$ cat config.mk
export PLATFORM = sky130hd
export DESIGN_NAME = nm_vec_normaliser
export DESIGN_NICKNAME = d
export VERILOG_FILES = /design/src/rtl/nm_pkg.sv /design/src/rtl/nm_peak_scan.sv /design/src/rtl/nm_restoring_div.sv /design/src/rtl/nm_rescale.sv /design/src/rtl/nm_vec_normaliser.sv
export SDC_FILE = /design/constraint.sdc
export NUM_CORES = 2
export LEC_CHECK = 0
export BUFFER_PORTS_ARGS = -buffer_cell sky130_fd_sc_hd__buf_2
export CAP_MARGIN = 40
export CORE_ASPECT_RATIO = 1.25
export CORE_MARGIN = 1.5
export CORE_UTILIZATION = 55
export CTS_BUF_LIST = sky130_fd_sc_hd__clkbuf_8
export DETAILED_ROUTE_END_ITERATION = 10
export PLACE_DENSITY = 0.72
export SYNTH_ARGS = -nofsm -noshare
export SYNTH_HDL_FRONTEND = slang
export SYNTH_SLANG_ARGS = --single-unit
$ cat constraint.sdc
create_clock -name clk_i -period 9.9 [get_ports clk_i]
set_clock_uncertainty 0.1 [all_clocks]
set_input_delay 0.99 -clock clk_i [delete_from_list [all_inputs] [get_ports clk_i]]
set_output_delay 0.99 -clock clk_i [all_outputs]
set_load 0.01 [all_outputs]
$ cat src/rtl/nm_pkg.sv
package nm_pkg;
  typedef enum logic [2:0] {
    ST_IDLE,
    ST_SCAN,
    ST_CHK,
    ST_DIV,
    ST_REQ,
    ST_DONE
  } nm_state_e;
endpackage

$ cat src/rtl/nm_peak_scan.sv
module nm_peak_scan #(
  parameter int D_W = 16
) (
  input  logic                  clk_i,
  input  logic                  rst_ni,
  input  logic                  clr_i,
  input  logic                  en_i,
  input  logic signed [D_W-1:0] val_i,
  output logic        [D_W:0]   peak_o
);
  logic signed [D_W:0] ext;
  logic        [D_W:0] mag;

  always_comb begin
    ext = {val_i[D_W-1], val_i};
    mag = ext[D_W] ? (D_W+1)'(-ext) : (D_W+1)'(ext);
  end

  always_ff @(posedge clk_i or negedge rst_ni) begin
    if (!rst_ni)                  peak_o <= '0;
    else if (clr_i)               peak_o <= '0;
    else if (en_i && mag > peak_o) peak_o <= mag;
  end

  assert_peak_monotonic_R1: assert property (@(posedge clk_i) disable iff (!rst_ni)
    !clr_i |=> peak_o >= $past(peak_o));
endmodule

$ cat src/rtl/nm_restoring_div.sv
module nm_restoring_div #(
  parameter int MW = 17,
  parameter int QW = 16
) (
  input  logic          clk_i,
  input  logic          rst_ni,
  input  logic          start_i,
  input  logic [MW-1:0] num_i,   // caller guarantees num_i <= den_i
  input  logic [MW-1:0] den_i,
  output logic          done_o,
  output logic [QW-1:0] quo_o
);
  localparam int CW = $clog2(QW + 1);

  logic [MW:0]   rem_q;
  logic [MW-1:0] den_q;
  logic [CW-1:0] cnt_q;
  logic          first_q;
  logic          busy_q;
  logic [MW:0]   trial;
  logic          ge;

  // first step weighs the integer bit, later steps shift in one fraction bit each
  always_comb begin
    trial = first_q ? rem_q : {rem_q[MW-1:0], 1'b0};
    ge    = trial >= {1'b0, den_q};
  end

  always_ff @(posedge clk_i or negedge rst_ni) begin
    if (!rst_ni) begin
      rem_q   <= '0;
      den_q   <= '0;
      cnt_q   <= '0;
      first_q <= 1'b0;
      busy_q  <= 1'b0;
      quo_o   <= '0;
      done_o  <= 1'b0;
    end else begin
      done_o <= 1'b0;
      if (start_i) begin
        rem_q   <= {1'b0, num_i};
        den_q   <= den_i;
        cnt_q   <= CW'(QW);
        first_q <= 1'b1;
        busy_q  <= 1'b1;
        quo_o   <= '0;
      end else if (busy_q) begin
        rem_q   <= ge ? trial - {1'b0, den_q} : trial;
        quo_o   <= {quo_o[QW-2:0], ge};
        first_q <= 1'b0;
        cnt_q   <= cnt_q - CW'(1);
        if (cnt_q == CW'(1)) begin
          busy_q <= 1'b0;
          done_o <= 1'b1;
        end
      end
    end
  end

  assert_quot_range_R2: assert property (@(posedge clk_i) disable iff (!rst_ni)
    done_o |-> quo_o <= {1'b1, {(QW-1){1'b0}}});
  assert_start_when_idle_R2: assert property (@(posedge clk_i) disable iff (!rst_ni)
    start_i |-> !busy_q);
endmodule

$ cat src/rtl/nm_rescale.sv
module nm_rescale #(
  parameter int N_ELEM = 4,
  parameter int R_W    = 20,
  parameter int S_W    = 17,
  parameter int D_W    = 16,
  parameter int FRAC   = 15
) (
  input  logic [N_ELEM*R_W-1:0] res_i,
  input  logic [S_W-1:0]        scale_i,
  output logic [N_ELEM*D_W-1:0] res_o
);
  localparam int PW = R_W + S_W + 1;
  localparam logic [D_W-1:0] SAT_POS = {1'b0, {(D_W-1){1'b1}}};
  localparam logic [D_W-1:0] SAT_NEG = {1'b1, {(D_W-1){1'b0}}};

  for (genvar k = 0; k < N_ELEM; k++) begin : g_el
    logic signed [PW-1:0] prod;
    logic signed [PW-1:0] shf;
    always_comb begin
      prod = $signed(res_i[k*R_W +: R_W]) * $signed({1'b0, scale_i});
      shf  = prod >>> FRAC;
      if (shf[PW-1:D_W-1] == '0 || shf[PW-1:D_W-1] == '1)
        res_o[k*D_W +: D_W] = shf[D_W-1:0];
      else
        res_o[k*D_W +: D_W] = shf[PW-1] ? SAT_NEG : SAT_POS;
    end
  end
endmodule

$ cat src/rtl/nm_vec_normaliser.sv
module nm_vec_normaliser
  import nm_pkg::*;
#(
  parameter int N_ELEM = 4,
  parameter int D_W    = 16,
  parameter int D_FRAC = 8,
  parameter int E_W    = 16,
  parameter int R_W    = 20
) (
  input  logic                  clk_i,
  input  logic                  rst_ni,
  input  logic                  start_i,
  input  logic                  bypass_i,
  input  logic [N_ELEM*D_W-1:0] vec_i,
  output logic                  busy_o,
  output logic                  eng_req_o,
  output logic [N_ELEM*E_W-1:0] eng_vec_o,
  input  logic                  eng_ack_i,
  input  logic [N_ELEM*R_W-1:0] eng_res_i,
  output logic                  done_o,
  output logic [N_ELEM*D_W-1:0] res_o
);
  localparam int E_FRAC = E_W - 1;
  localparam int M_W    = D_W + 1;
  localparam int IW     = (N_ELEM > 1) ? $clog2(N_ELEM) : 1;
  localparam int BYP_SH = E_FRAC - D_FRAC;
  localparam int BW     = D_W + BYP_SH;
  localparam logic [M_W-1:0] UNITY  = M_W'(1) << D_FRAC;
  localparam logic [E_W-1:0] FS_POS = {1'b0, {(E_W-1){1'b1}}};
  localparam logic [E_W-1:0] FS_NEG = {1'b1, {(E_W-1){1'b0}}};
  localparam logic [IW-1:0]  LAST   = IW'(N_ELEM - 1);

  nm_state_e             state_q;
  logic [IW-1:0]         idx_q;
  logic [N_ELEM*D_W-1:0] vec_q;
  logic                  byp_q;
  logic [M_W-1:0]        scale_q;
  logic [N_ELEM*E_W-1:0] evec_q;
  logic [N_ELEM*D_W-1:0] res_q;

  logic [M_W-1:0]        peak;
  logic [N_ELEM*E_W-1:0] byp_vec;
  logic [N_ELEM*D_W-1:0] resc;
  logic                  div_start;
  logic                  div_done;
  logic [E_W-1:0]        quo;
  logic [IW-1:0]         sel;
  logic signed [D_W:0]   sel_ext;
  logic [M_W-1:0]        sel_mag;
  logic                  cur_neg;
  logic [E_W-1:0]        quo_signed;
  logic                  fs_hit;

  // bypass: Q8.8 to Q1.15 by shift, saturated
  for (genvar k = 0; k < N_ELEM; k++) begin : g_byp
    logic [BW-1:0] sh;
    assign sh = {vec_i[k*D_W +: D_W], {BYP_SH{1'b0}}};
    assign byp_vec[k*E_W +: E_W] =
      (sh[BW-1:E_W-1] == '0 || sh[BW-1:E_W-1] == '1) ? sh[E_W-1:0]
                                                     : (sh[BW-1] ? FS_NEG : FS_POS);
  end

  nm_peak_scan #(.D_W(D_W)) u_scan (
    .clk_i  (clk_i),
    .rst_ni (rst_ni),
    .clr_i  (state_q == ST_IDLE && start_i),
    .en_i   (state_q == ST_SCAN),
    .val_i  ($signed(vec_q[idx_q*D_W +: D_W])),
    .peak_o (peak)
  );

  always_comb begin
    sel       = (state_q == ST_CHK) ? '0 : idx_q + IW'(1);
    sel_ext   = {vec_q[sel*D_W + (D_W-1)], vec_q[sel*D_W +: D_W]};
    sel_mag   = sel_ext[D_W] ? M_W'(-sel_ext) : M_W'(sel_ext);
    div_start = (state_q == ST_CHK && peak != '0) ||
                (state_q == ST_DIV && div_done && idx_q != LAST);
    cur_neg   = vec_q[idx_q*D_W + (D_W-1)];
    if (cur_neg)         quo_signed = -quo;
    else if (quo[E_W-1]) quo_signed = FS_POS;
    else                 quo_signed = quo;
  end

  nm_restoring_div #(.MW(M_W), .QW(E_W)) u_div (
    .clk_i   (clk_i),
    .rst_ni  (rst_ni),
    .start_i (div_start),
    .num_i   (sel_mag),
    .den_i   (peak),
    .done_o  (div_done),
    .quo_o   (quo)
  );

  nm_rescale #(
    .N_ELEM (N_ELEM),
    .R_W    (R_W),
    .S_W    (M_W),
    .D_W    (D_W),
    .FRAC   (E_FRAC)
  ) u_resc (
    .res_i   (eng_res_i),
    .scale_i (scale_q),
    .res_o   (resc)
  );

  always_ff @(posedge clk_i or negedge rst_ni) begin
    if (!rst_ni) begin
      state_q <= ST_IDLE;
      idx_q   <= '0;
      vec_q   <= '0;
      byp_q   <= 1'b0;
      scale_q <= '0;
      evec_q  <= '0;
      res_q   <= '0;
    end else begin
      case (state_q)
        ST_IDLE: if (start_i) begin
          vec_q <= vec_i;
          byp_q <= bypass_i;
          idx_q <= '0;
          if (bypass_i) begin
            evec_q  <= byp_vec;
            scale_q <= UNITY;
            state_q <= ST_REQ;
          end else begin
            state_q <= ST_SCAN;
          end
        end
        ST_SCAN: begin
          if (idx_q == LAST) state_q <= ST_CHK;
          else               idx_q   <= idx_q + IW'(1);
        end
        ST_CHK: begin
          if (peak == '0) begin
            res_q   <= '0;
            state_q <= ST_DONE;
          end else begin
            scale_q <= peak;
            idx_q   <= '0;
            state_q <= ST_DIV;
          end
        end
        ST_DIV: if (div_done) begin
          evec_q[idx_q*E_W +: E_W] <= quo_signed;
          if (idx_q == LAST) state_q <= ST_REQ;
          else               idx_q   <= idx_q + IW'(1);
        end
        ST_REQ: if (eng_ack_i) begin
          res_q   <= resc;
          state_q <= ST_DONE;
        end
        ST_DONE: state_q <= ST_IDLE;
        default: state_q <= ST_IDLE;
      endcase
    end
  end

  assign busy_o    = (state_q != ST_IDLE);
  assign eng_req_o = (state_q == ST_REQ);
  assign done_o    = (state_q == ST_DONE);
  assign eng_vec_o = evec_q;
  assign res_o     = res_q;

  always_comb begin
    fs_hit = 1'b0;
    for (int k = 0; k < N_ELEM; k++)
      if (evec_q[k*E_W +: E_W] == FS_POS || evec_q[k*E_W +: E_W] == FS_NEG) fs_hit = 1'b1;
  end

  assert_req_hold_R3: assert property (@(posedge clk_i) disable iff (!rst_ni)
    eng_req_o && !eng_ack_i |=> eng_req_o && $stable(eng_vec_o));
  assert_full_scale_R2: assert property (@(posedge clk_i) disable iff (!rst_ni)
    eng_req_o && !byp_q |-> fs_hit);
  assert_bypass_unity_R5: assert property (@(posedge clk_i) disable iff (!rst_ni)
    eng_req_o && byp_q |-> scale_q == UNITY);
  assert_zero_skip_R6: assert property (@(posedge clk_i) disable iff (!rst_ni)
    state_q == ST_CHK && peak == '0 |=> done_o && res_o == '0 && !eng_req_o);
  assert_done_pulse_R7: assert property (@(posedge clk_i) disable iff (!rst_ni)
    done_o |=> !done_o);
  assert_start_ignored_R8: assert property (@(posedge clk_i) disable iff (!rst_ni)
    busy_o |=> $stable(vec_q));
endmodule

Word-level counts from Yosys, hierarchy flattened
Cells that the tools add are included.
- bits of input ports: 149
- memories: 0
- bits in latches: 0
- register bits: 290
- bits in writable memories: 0
- bits in read-only memories: 0
- multiply operators: 4
- shift operators: 4
- divide/modulo/power cells: 0
- reductions and logical operators: 38
- order comparisons: 4
- eq/ne operators: 24
- bitwise logic cells: 0
- mux-type cells: 68
- $add $sub $neg: 9
- operators with widths (kind ; number):
    $mux W64 ; 5
    $mux W16 ; 19
    $pmux W64 S2 ; 2
    $mul A20 B18 Y38 ; 4
    $shiftx A64 B7 Y16 ; 2
    $mux W17 ; 7
    $eq A23 B23 Y1 const B ; 4
    $logic_not A23 Y1 ; 4
    $mux W18 ; 4
    $bwmux W64 ; 1
    $shift A16 B34 Y64 const A ; 1
    $shiftx A16 B34 Y64 ; 1
    $neg A6 Y34 ; 1
    $pmux W17 S2 ; 1
    $eq A8 B8 Y1 const B ; 4
    $logic_not A8 Y1 ; 4
    $mux W3 ; 7
    $ge A18 B17 Y1 ; 1
    $sub A18 B17 Y18 ; 1
    $gt A17 B17 Y1 ; 1
    $logic_not A17 Y1 ; 1
    $neg A16 Y17 ; 1
    $neg A17 Y17 ; 1
    $reduce_bool A17 Y1 ; 1
    29 further kinds ; 73

Logic depth before layout (Yosys ltp)
- word-level depth: 8
- mapped depth: 29
- depth with buffers taken out: 26

Hierarchy
From an unflattened synthesis, not the netlist that was laid out.
- cells, all modules: 7511
- area total of the unflattened synthesis: 67227.0 µm²
- by module, submodules not included (module ; times used ; area an instance (µm²) ; cells each):
    nm_rescale ; 1 ; 50891.3 ; 5799
    nm_vec_normaliser ; 1 ; 10904.2 ; 1102
    nm_restoring_div ; 1 ; 3906.2 ; 429
    nm_peak_scan ; 1 ; 1525.2 ; 181

Worst setup path after synthesis
No wires, ideal clock.
- kind: input to register
- start point: in eng_res_i[39]
- end point: reg res_q[25], in the netlist res_o[25]
- cell stages on the path: 24
- path buffers: 3
- required time: 9.674 ns
- data arrival time: 7.893 ns
- path slack: 1.781 ns
- cell sequence: clkbuf_1 clkbuf_1 nand2_1 fa_1 fa_1 inv_1 fa_1 fa_1 fa_1 inv_1 fa_1 inv_1 ha_1 a21oi_2 o21ai_1 a211o_1 a21o_2 and3_2 a41o_4 o41ai_2 mux2i_1 a21bo_2 buf_4 a221o_1
- cells in the longest elaborated chain, start to end: 6
- RTL lines (item ; RTL line ; text):
    start, declared ; nm_vec_normaliser.sv:19 ; input logic [N_ELEM*R_W-1:0] eng_res_i,
    $mul A20 B18 Y38 (*) ; nm_rescale.sv:20 ; prod = $signed(res_i[k*R_W +: R_W]) * $signed({1'b0, scale_i});
    $eq A23 B23 Y1 or $logic_not A23 Y1 (tied branches) ; nm_rescale.sv:22 ; if (shf[PW-1:D_W-1] == '0 || shf[PW-1:D_W-1] == '1)
    $logic_or A1 B1 Y1 ; nm_rescale.sv:22 ;
    $mux W16 (*) ; nm_rescale.sv:22 ;
    $mux W64 (*) ; nm_vec_normaliser.sv:148 ; ST_REQ: if (eng_ack_i) begin
    $pmux W64 S2 (*) ; nm_vec_normaliser.sv:116 ; case (state_q)
    end signal, assigned ; nm_vec_normaliser.sv:149 ; res_q <= resc;
    end, declared ; nm_vec_normaliser.sv:39 ; logic [N_ELEM*D_W-1:0] res_q;
Mark *: on every way between the ends. The rest lies on a longest branch, timed or not. The select of a mux whose other input is x is not followed.
A chain may end at the register's enable or synchronous reset.

Worst setup path in the final report
- start point: reg scale_q[3]
- end point: reg res_q[0], in the netlist res_o[0]
- cells in the longest elaborated chain, start to end: 6
- RTL lines (item ; RTL line ; text):
    start, declared ; nm_vec_normaliser.sv:37 ; logic [M_W-1:0] scale_q;
    start signal, assigned ; nm_vec_normaliser.sv:138 ; scale_q <= peak;
    $mul A20 B18 Y38 (*) ; nm_rescale.sv:20 ;
    $eq A23 B23 Y1 or $logic_not A23 Y1 (tied branches) ; nm_rescale.sv:22 ;
    $logic_or A1 B1 Y1 ; nm_rescale.sv:22 ;
    $mux W16 (*) ; nm_rescale.sv:22 ;
    $mux W64 (*) ; nm_vec_normaliser.sv:148 ;
    $pmux W64 S2 (*) ; nm_vec_normaliser.sv:116 ;
Marks and branches as above.

==> reports/results.tsv <==
metric	value	unit
clock tree sinks	290	
cts repair resizes	0	
Initial Util	55.43	%
Pins Over Slew Limit	0	
main combinational cell family by area after synthesis	adder cells	
CTS H-tree lvls	2	
worst setup margin	1507	ps
CTS tree	yes	
grt total ovfl	0	
Num CTS Buffers	50	
number of fill cells	10250	
layout cell share with drive strength beyond 1	7.404	%
Cells after Synth	7322	
GP Congestion	0.9222	
Final ANT Viol Nets	0	
Die Y	388.6	um
CP startpoint kind	flip-flop	
HP Class	input port to asynchronous set/reset pin	
worst rel slew slack	29.07	%
Adder-Cell Fraction of Synth Area	49.31	%
Final Cycle Share	84.78	%
Worst-Margin Slew	1064	ps
die width	311.5	um
via count	49650	
Routed WL per cell	18.90	um
Via-to-Cell Ratio	5.520	
gr usage total	29.26	%
unrepaired setup endpoints after global routing	no	
post-CTS setup buffer count	0	
CP Class	flip-flop to flip-flop	
First-pass DRT Iterations	7	
Synth Register Bits	290	
Yosys cell types	93	
clock slew at reported path FFs	60	ps
Max-Cap Viols	0	
post-synthesis simple-gate area fraction	16.47	%
Worst Path Required	10430	ps
core area	118000	sq um
clk buf depth	3	
# hold bufs at CTS	0	
status	complete, no violations	
sequential fraction of the synthesis area	11.09	%
multiplexer share of the synthesized area	1.723	%
Final Hold Vio Count	0	
xor and xnor area share after synthesis	2.129	%
Async SR Flop Fraction	100.0	%
Finish-stage setup viols	0	
Post-synth top flop	dfrtp_1	
clk_lat worst skew	770	ps
CP max FO	30	
Compound-Gate Fraction of Synth Area	7.408	%
crit path DAT	8920	ps
first-pass GRT wire length	281900	um
Setup crit end kind	flip-flop	
Post-Syn Area per Cell	8.934	sq um
fmax	119.1	MHz
Post-synth EDFFs	0	
pin count of the biggest net entering global routing	157	
Final min period	8393	ps
DRT iter0 DRCs	2944	
vias in the first global route	54110	
worst slack at placement	1366	ps
Ys Warns	0	
Post-DP HPWL	133200	um
Syn Nets	9235	
WL final	170000	um
synthesis-to-layout area growth	6.488	%
DRC	0	
PortBufs	279	
# IOs	280	
die area	121000	sq um
Site Rows	141	
# nets final	9288	
Root Buffer Master	clkbuf_8	
Setup TNS	0	ps
Synth Cell Area	65420	sq um
initial antenna violation count	28	
## state kept, by name, indices dropped and copies added, names as in the netlist
signal / cells
eng_vec_o: 64
idx_q: 2
res_o: 64
scale_q: 17
state_q: 3
u_div.busy_q: 1
u_div.cnt_q: 5
u_div.den_q: 17
u_div.done_o: 1
u_div.first_q: 1
u_div.quo_o: 16
u_div.rem_q: 18
u_scan.peak_o: 17
vec_q: 64
## logic make-up after synthesis
logic type      count (synthesis)
xor+xnor                      159
simple gates                 2246
fa+ha+maj                    1764
compound gates                717
buf+inv                      2053
flops                         290
other cells                     1
mux                            92
## synthesized netlist by cell type, types with 7 or more instances
cell	number	share of area, %
nor2_1	207	1.2
inv_1	1699	9.7
a221o_1	28	0.43
o21ai_0	121	0.93
a21oi_1	214	1.6
o21a_1	21	0.24
nand4_1	28	0.27
nand3b_1	7	0.080
dfrtp_1	290	11
nand3_1	45	0.34
o31ai_1	31	0.36
o21bai_1	8	0.092
buf_2	9	0.069
mux4_2	14	0.48
a22o_1	13	0.17
a211oi_1	11	0.13
and3_1	24	0.23
a2111oi_0	13	0.17
a221oi_1	37	0.50
mux2i_1	53	0.81
o21ai_1	7	0.054
or4_1	10	0.11
a21o_1	71	0.81
or3_1	16	0.15
xor2_1	56	0.75
mux2_2	25	0.43
fa_1	1357	42
nor4_1	15	0.14
and2_1	670	6.4
xnor2_1	103	1.4
buf_1	9	0.052
a22oi_1	30	0.34
ha_1	407	7.8
o211ai_1	22	0.25
or2_2	7	0.067
nand2b_1	22	0.21
clkbuf_1	328	1.9
nand2_1	1105	6.3
nor2b_1	20	0.19
a31oi_1	23	0.22
nor3_1	38	0.29
## metal layers
metal	share of wire, %	global-route usage (%)	vias up
met5	0.13	0	-
met4	4.6	12.59	36
met3	7.5	5.938	472
met2	51	51.41	1693
met1	37	34.71	25400
li1	-	-	22050
## final timing paths
check | from | to | slack (ps) | depth (start not counted)
max in group asynchronous | rst_ni | u_div.quo_o[1]$_DFFE_PN0P_ | 8120 | 2
min in group clk_i | vec_i[17] | vec_q[17]$_DFFE_PN0P_ | 370 | 3
min reg2reg | u_div.den_q[8]$_DFFE_PN0N_ | u_div.den_q[8]$_DFFE_PN0N_ | 380 | 2
max | scale_q[3]$_DFFE_PN0P_ | res_o[0]$_DFFE_PN0P_ | 1510 | 25
min | rst_ni | res_o[22]$_DFFE_PN0P_ | 60 | 1
max reg2reg | scale_q[3]$_DFFE_PN0P_ | res_o[0]$_DFFE_PN0P_ | 1510 | 25
## worst max-delay path: stages, from the launching register on
cell       delay [ps]
dfrtp_2           840
buf_4             460
buf_4             380
and2_1            210
fa_1              390
inv_1              90
fa_1              410
fa_1              510
inv_1              60
fa_1              500
fa_1              490
inv_1              50
fa_1              520
inv_1              50
ha_1              310
a21o_1            170
a21o_1            170
a21oi_1           250
nand3b_1          130
a21oi_1           340
or3_1             230
o21ai_0           130
xnor2_1           320
nand3_1           480
a2111oi_0         470
o21ai_0           150
## stage by stage
stage,utilization (%),std cells,hold WS (ps),area [sq um]
final,59.02,8995,64.00,69660
after global routing,59.01,8991,88.83,69650
after CTS,59.01,8988,47.95,69640
after detailed placement,58.02,8896,375.6,68480
after global placement,57.59,8870,365.6,67970
after floorplan,-,7322,345.3,65420
## area by class of cell
class	count	area, sq um	area share (%)
Multi-Input combinational cell	4979	50460	72.44
Sequential cell	290	7295	10.47
Inverter	1699	6377	9.155
Timing Repair Buffer	355	2380	3.416
Tap cell	1573	1968	2.825
Clock buffer	60	825.8	1.185
Clock inverter	32	337.8	0.4850
Antenna cell	7	17.52	0.02515
## cells in the final DEF (no fill, tap or decap), types with 53 or more instances in the layout
cell      instances
xor2_1           56
o21ai_0         121
xnor2_1         103
and2_1          668
fa_1           1357
buf_2           282
clkbuf_8         60
dfrtp_1         272
ha_1            407
mux2i_1          53
nor2_1          207
a21oi_1         212
nand2_1        1104
a21o_1           71
inv_1          1714
Power is not shown: default switching activity piles up to over one toggle a cycle in this logic, so the estimate is an artifact.
